File: src/rtl/trace_pkg.sv
package trace_pkg;

    localparam int DATA_W    = 32;
    localparam int NIB_W     = 4;
    localparam int NIBS      = DATA_W / NIB_W;
    localparam int MAX_BYTES = DATA_W / 8;
    localparam int NB_W      = $clog2(MAX_BYTES + 1);
    localparam int IDX_W     = $clog2(NIBS);

    typedef enum logic [2:0] {
        EV_NONE   = 3'd0,
        EV_BEGIN  = 3'd1,
        EV_USER   = 3'd2,
        EV_PULSE  = 3'd3,
        EV_WDATA  = 3'd4,
        EV_BRANCH = 3'd5
    } ev_kind_e;

    typedef enum logic [NIB_W-1:0] {
        ST_CONT   = 4'h0,
        ST_BEGIN  = 4'h1,
        ST_USER   = 4'h3,
        ST_PW     = 4'h4,
        ST_BRANCH = 4'h5,
        ST_MARK1  = 4'h8
    } status_e;

    typedef struct packed {
        logic [DATA_W-1:0] data;
        logic [NB_W-1:0]   nbytes;
    } cap_t;

    function automatic logic [NB_W-1:0] wdata_bytes(input logic [1:0] size);
        case (size)
            2'd0:    return NB_W'(1);
            2'd1:    return NB_W'(2);
            default: return NB_W'(MAX_BYTES);
        endcase
    endfunction

    function automatic logic [NB_W-1:0] branch_bytes(input logic [2:0] cfg);
        if (int'(cfg) > MAX_BYTES) return NB_W'(MAX_BYTES);
        return NB_W'(cfg);
    endfunction

    function automatic logic [NIB_W-1:0] marker_of(input logic [NB_W-1:0] nb);
        return NIB_W'(ST_MARK1) + NIB_W'(nb) - NIB_W'(1);
    endfunction

    function automatic logic [NIB_W-1:0] nibble_at(input logic [DATA_W-1:0] d,
                                                    input logic [IDX_W-1:0] idx);
        return d[idx*NIB_W +: NIB_W];
    endfunction

endpackage

File: src/rtl/trace_status_sel.sv
module trace_status_sel
    import trace_pkg::*;
(
    input  logic [2:0]        ev_kind_i,
    input  logic [1:0]        ev_size_i,
    input  logic [DATA_W-1:0] ev_data_i,
    input  logic [2:0]        br_bytes_i,
    input  logic              stall_i,
    output logic [NIB_W-1:0]  code_o,
    output logic              push_o,
    output cap_t              entry_o
);

    logic [NB_W-1:0] nb;

    always_comb begin
        code_o = ST_CONT;
        push_o = 1'b0;
        nb     = '0;
        if (!stall_i) begin
            case (ev_kind_i)
                EV_BEGIN:  code_o = ST_BEGIN;
                EV_USER:   code_o = ST_USER;
                EV_PULSE:  code_o = ST_PW;
                EV_WDATA: begin
                    code_o = ST_PW;
                    nb     = wdata_bytes(ev_size_i);
                    push_o = 1'b1;
                end
                EV_BRANCH: begin
                    code_o = ST_BRANCH;
                    nb     = branch_bytes(br_bytes_i);
                    push_o = (nb != '0);
                end
                default:   code_o = ST_CONT;
            endcase
        end
        entry_o.data   = ev_data_i;
        entry_o.nbytes = nb;
    end

endmodule

File: src/rtl/trace_fifo.sv
module trace_fifo
    import trace_pkg::*;
#(
    parameter int DEPTH = 2
) (
    input  logic clk,
    input  logic rst,
    input  logic push_i,
    input  cap_t entry_i,
    input  logic pop_i,
    output cap_t head_o,
    output logic nonempty_o,
    output logic full_o
);

    localparam int PTR_W = (DEPTH > 1) ? $clog2(DEPTH) : 1;
    localparam int CNT_W = $clog2(DEPTH + 1);

    cap_t             mem [DEPTH];
    logic [PTR_W-1:0] wr_ptr;
    logic [PTR_W-1:0] rd_ptr;
    logic [CNT_W-1:0] cnt;

    function automatic logic [PTR_W-1:0] ptr_inc(input logic [PTR_W-1:0] p);
        if (int'(p) == DEPTH - 1) return '0;
        return p + PTR_W'(1);
    endfunction

    always_ff @(posedge clk) begin
        if (rst) begin
            wr_ptr <= '0;
            rd_ptr <= '0;
            cnt    <= '0;
        end else begin
            if (push_i) wr_ptr <= ptr_inc(wr_ptr);
            if (pop_i)  rd_ptr <= ptr_inc(rd_ptr);
            case ({push_i, pop_i})
                2'b10:   cnt <= cnt + CNT_W'(1);
                2'b01:   cnt <= cnt - CNT_W'(1);
                default: cnt <= cnt;
            endcase
        end
    end

    for (genvar g = 0; g < DEPTH; g++) begin : g_slot
        always_ff @(posedge clk) begin
            if (rst) begin
                mem[g] <= '0;
            end else if (push_i && int'(wr_ptr) == g) begin
                mem[g] <= entry_i;
            end
        end
    end

    assign head_o     = mem[rd_ptr];
    assign nonempty_o = (cnt != '0);
    assign full_o     = (int'(cnt) == DEPTH);

    AST_NO_OVERFLOW: assert property (@(posedge clk) disable iff (rst)
        (int'(cnt) == DEPTH) |-> !push_i || pop_i);
    AST_NO_UNDERFLOW: assert property (@(posedge clk) disable iff (rst)
        pop_i |-> cnt != '0);

endmodule

File: src/rtl/trace_serializer.sv
module trace_serializer
    import trace_pkg::*;
(
    input  logic             clk,
    input  logic             rst,
    input  logic [NIB_W-1:0] code_i,
    input  cap_t             head_i,
    input  logic             nonempty_i,
    output logic             pop_o,
    output logic [NIB_W-1:0] pst_o,
    output logic [NIB_W-1:0] dd_o
);

    logic             active;
    logic [IDX_W-1:0] idx;
    logic [IDX_W:0]   last_wide;
    logic [IDX_W-1:0] last;
    logic             start;

    assign last_wide = {head_i.nbytes, 1'b0} - (IDX_W + 1)'(1);
    assign last      = last_wide[IDX_W-1:0];
    assign start     = !active && nonempty_i && (code_i == ST_CONT);
    assign pop_o     = active && (idx == last);

    always_ff @(posedge clk) begin
        if (rst) begin
            active <= 1'b0;
            idx    <= '0;
            pst_o  <= ST_CONT;
            dd_o   <= '0;
        end else if (start) begin
            active <= 1'b1;
            idx    <= '0;
            pst_o  <= marker_of(head_i.nbytes);
            dd_o   <= nibble_at(head_i.data, '0);
        end else if (active && !pop_o) begin
            idx    <= idx + IDX_W'(1);
            pst_o  <= code_i;
            dd_o   <= nibble_at(head_i.data, idx + IDX_W'(1));
        end else begin
            active <= 1'b0;
            pst_o  <= code_i;
            dd_o   <= '0;
        end
    end

    AST_MARKER_ON_START: assert property (@(posedge clk) disable iff (rst)
        $rose(active) |-> pst_o[3]);
    AST_START_ON_CONT: assert property (@(posedge clk) disable iff (rst)
        (!active && nonempty_i && code_i != ST_CONT) |=> !pst_o[3]);
    AST_GAP_AFTER_END: assert property (@(posedge clk) disable iff (rst)
        pop_o |=> !active && dd_o == '0);

endmodule

File: src/rtl/trace_port.sv
module trace_port
    import trace_pkg::*;
#(
    parameter int DEPTH = 2
) (
    input  logic              clk,
    input  logic              rst,
    input  logic [2:0]        ev_kind_i,
    input  logic [1:0]        ev_size_i,
    input  logic [DATA_W-1:0] ev_data_i,
    input  logic [2:0]        br_bytes_i,
    output logic              stall_o,
    output logic [NIB_W-1:0]  pst_o,
    output logic [NIB_W-1:0]  dd_o
);

    logic             push;
    logic             pop;
    logic             nonempty;
    logic             full;
    logic [NIB_W-1:0] code;
    cap_t             entry;
    cap_t             head;

    trace_status_sel u_sel (
        .ev_kind_i  (ev_kind_i),
        .ev_size_i  (ev_size_i),
        .ev_data_i  (ev_data_i),
        .br_bytes_i (br_bytes_i),
        .stall_i    (full),
        .code_o     (code),
        .push_o     (push),
        .entry_o    (entry)
    );

    trace_fifo #(.DEPTH(DEPTH)) u_fifo (
        .clk        (clk),
        .rst        (rst),
        .push_i     (push),
        .entry_i    (entry),
        .pop_i      (pop),
        .head_o     (head),
        .nonempty_o (nonempty),
        .full_o     (full)
    );

    trace_serializer u_ser (
        .clk        (clk),
        .rst        (rst),
        .code_i     (code),
        .head_i     (head),
        .nonempty_i (nonempty),
        .pop_o      (pop),
        .pst_o      (pst_o),
        .dd_o       (dd_o)
    );

    assign stall_o = full;

    AST_NO_RESERVED: assert property (@(posedge clk) disable iff (rst)
        pst_o != 4'h2 && pst_o != 4'h6);
    AST_STALL_RISE: assert property (@(posedge clk) disable iff (rst)
        $rose(stall_o) |-> $past(push));
    AST_STALL_IGNORE: assert property (@(posedge clk) disable iff (rst)
        stall_o |=> (pst_o == ST_CONT) || pst_o[3]);

endmodule

File: config.mk
export PLATFORM = sky130hd
export DESIGN_NAME = trace_port
export DESIGN_NICKNAME = d
export VERILOG_FILES = /design/src/rtl/trace_pkg.sv /design/src/rtl/trace_status_sel.sv /design/src/rtl/trace_fifo.sv /design/src/rtl/trace_serializer.sv /design/src/rtl/trace_port.sv
export SDC_FILE = /design/constraint.sdc
export NUM_CORES = 1
export LEC_CHECK = 0
export BUFFER_PORTS_ARGS = -buffer_cell sky130_fd_sc_hd__buf_2
export CORE_UTILIZATION = 55
export CTS_BUF_LIST = sky130_fd_sc_hd__clkbuf_8
export DETAILED_ROUTE_END_ITERATION = 6
export PLACE_DENSITY = 0.76
export SLEW_MARGIN = 0
export SYNTH_ARGS = -nofsm -noshare
export SYNTH_HDL_FRONTEND = slang
export SYNTH_HIERARCHICAL = 1
export SYNTH_SLANG_ARGS = --single-unit
File: constraint.sdc
create_clock -name clk -period 2.95 [get_ports clk]
set_clock_uncertainty 0.1 [all_clocks]
set_input_delay 0.1475 -clock clk [delete_from_list [all_inputs] [get_ports clk]]
set_output_delay 0.1475 -clock clk [all_outputs]
set_load 0.02 [all_outputs]
==> impl_metrics.toml <==
[run_status]
status = "complete, no violations"

[clocking]
clock_path_buffers = 2
htreeDepth = 3
clkSlewWorstSetupHoldPaths_ns = 0.09
clock_latency_ns = 0.36
clkSinkCount = 87
cts_root_buf = "clkbuf_8"
cts_resized = 0
post_cts_buffers = 0
cts_made_buffers = 9
cts_hold_buf = 0
cts_tree = "yes"

[critical_path]
cp.required_ns = 3.13
path_class = "reg -> reg"
start_kind = "register"
worstPathMaxFanout = 4
crit_arrival_ns = 2.87
rrSetupSlack_ns = 0.26
critPathCaptureType = "register"

[global_route]
antenna_found_initial = 0
grt_pass1_wl_um = 13100
first_global_vias = 2684
gr-total-overflow = 0
track_usage_pct = 20.92
grt_start_max_net_pins = 53

[sta]
period_share_pct = 91.15
relSlewSlack_pct = 49.46
hold_viol = 0
rsz0062_at_grt = "no"
setup_tns_ns = 0
slew_violations = 0
period_needed_ns = 2.689
setup_violations = 0
worstMarginPinSlew_ns = 0.7582
clock.fmax_ghz = 0.3719
hold_ws_ns = 0.009581

[finish]
areaGrowthSynthToFinish_pct = 6.966
nNetsFinal = 436
fin_cells = 498
diodes = 0
drive_gt1_share_pct = 29.55

[route]
first_pass_iters = 4
via_per_inst = 5.321
dr.first_iter.drc_count = 206
via_count = 2650
drt-total-wl_um = 8115
drc_errors = 0
wl_per_cell_um = 16.30
ant_nets = 0

[job]
max_cap_viol_count = 0

[synthesis]
syn-num-nets = 418
synthArstFlopShare_pct = 0
synth_top_area_share_pct = 47.38
yosysMostFrequentCell = "nor2_1"
synth_edf_count = 70
synth_common_cells = "84 x nor2_1, 70 x edfxtp_1, 40 x nand2b_1"
syn_inst = 373
ys_ff_latch = 87
yosys_warnings = 6
synth_area_um2 = 4437
avgSynthCellArea_um2 = 11.89
synthFlopType = "edfxtp_1"
synth_area_leaders = "edfxtp_1 47%, mux2_2 8.9%, dfxtp_1 7.7%"
yosysTopAreaCell = "edfxtp_1"
synth_seq_area_share_pct = 55.05
synth_cell_types = 37

[die]
die_h_um = 91.82
rows = 32
core_area_um2 = 7767
initial_core_util_pct = 57.12
io_pins = 51
chipWidth_um = 91.82
dieArea_um2 = 8430

[min_path]
min_path_type = "in -> reg"

[power_and_ir_drop]
power_leakage_nw = 1.821
p_per_area_nw_per_um2 = 524.7
peakVddDrop_mv = 0.3723

[place]
portBuffers = 50
dp_cells = 482
place_hpwl_um = 5314
gp_congestion = 0.7761
-- state kept, by name, indices dropped and copies added, names as in the netlist, named ones only --
signal / flops
u_fifo/cnt: 2
u_fifo/mem: 70
u_fifo/rd_ptr: 1
u_fifo/wr_ptr: 1
u_ser/active: 1
u_ser/dd_o: 4
u_ser/idx: 3
u_ser/pst_o: 4
-- kinds of logic after synthesis --
group,after synthesis,synth area share (%)
xor gates and xnor gates,8,1.749
and+or+nand+nor,150,16.86
adders and majority gates,3,0.8461
DFF,87,55.05
muxes,49,14.89
buffers and inverters,57,8.066
other,1,0.08452
AOI/OAI and AO/OA,18,2.453
-- stage by stage --
stage	utilization [%]	total power [mW]	area, um^2	setup WS [ns]
floorplan	-	1.626	4437	0.1705
global placement	58.49	1.671	4543	0.3916
detailed placement	58.49	1.681	4543	0.2931
CTS	61.10	2.507	4746	0.2655
global route	61.10	2.588	4746	0.08039
finish	61.10	2.490	4746	0.2611
-- where the power goes --
group,switching [mW],total [mW],leakage [nW],internal (mW)
logic,0.138,0.246,0.837,0.108
registers,0.0168,1.41,0.872,1.39
clock network,0.407,0.839,0.112,0.432
-- metal layers --
layer,vias to the layer above,track usage (%),wire (um)
li1,1291,-,-
met1,1267,27.93,3797
met2,84,33.71,3805
met3,8,3.648,414
met4,0,9.375,97
met5,-,0,0
-- worst max-delay path, stage by stage (launching register included) --
cell	delay, ns
dfxtp_1	0.40
mux2_2	0.39
inv_1	0.08
ha_1	0.25
xor2_1	0.25
nand3_1	0.11
nor2_1	0.22
ha_1	0.31
or3_1	0.37
a21oi_1	0.14
-- layout make-up --
cell class | instances | area, um^2
fillers | 639 | 3022
flip-flops and latches | 87 | 2442
multi-input cells | 229 | 1637
repair buffers | 59 | 317.8
clock buffers | 11 | 151.4
well taps | 102 | 127.6
clock inverters | 5 | 51.30
inverters | 5 | 18.77
-- path summary, 6_finish.rpt --
path                               startpoint           endpoint  cells past startpoint
worst max-delay path                 register      u_fifo/cnt[1]                      9
worst min-delay path            ev_data_i[18]  u_fifo/mem[0][21]                      3
worst max register to register       register      u_fifo/cnt[1]                      9
worst min register to register  u_fifo/wr_ptr      u_fifo/wr_ptr                      2
-- placed cells by master (no fill, tap or decap), drive strengths merged, types with 2 or more instances in the layout --
cell type  synthesis  routed
inv                5       7
nand3b             3       3
a31oi              2       2
nor2              84      84
clkbuf             7      11
nand2b            40      40
or3b               3       3
buf               45      59
mux2              35      35
a21oi             10      10
nor3               3       3
clkinv             0       2
mux4               8       8
nand2              7       7
dfxtp             17      17
xor2               5       5
o21ai              5       5
edfxtp            70      70
mux2i              6       6
xnor2              3       3
or3                3       3
ha                 3       3
(Power assumes the default switching activity.)
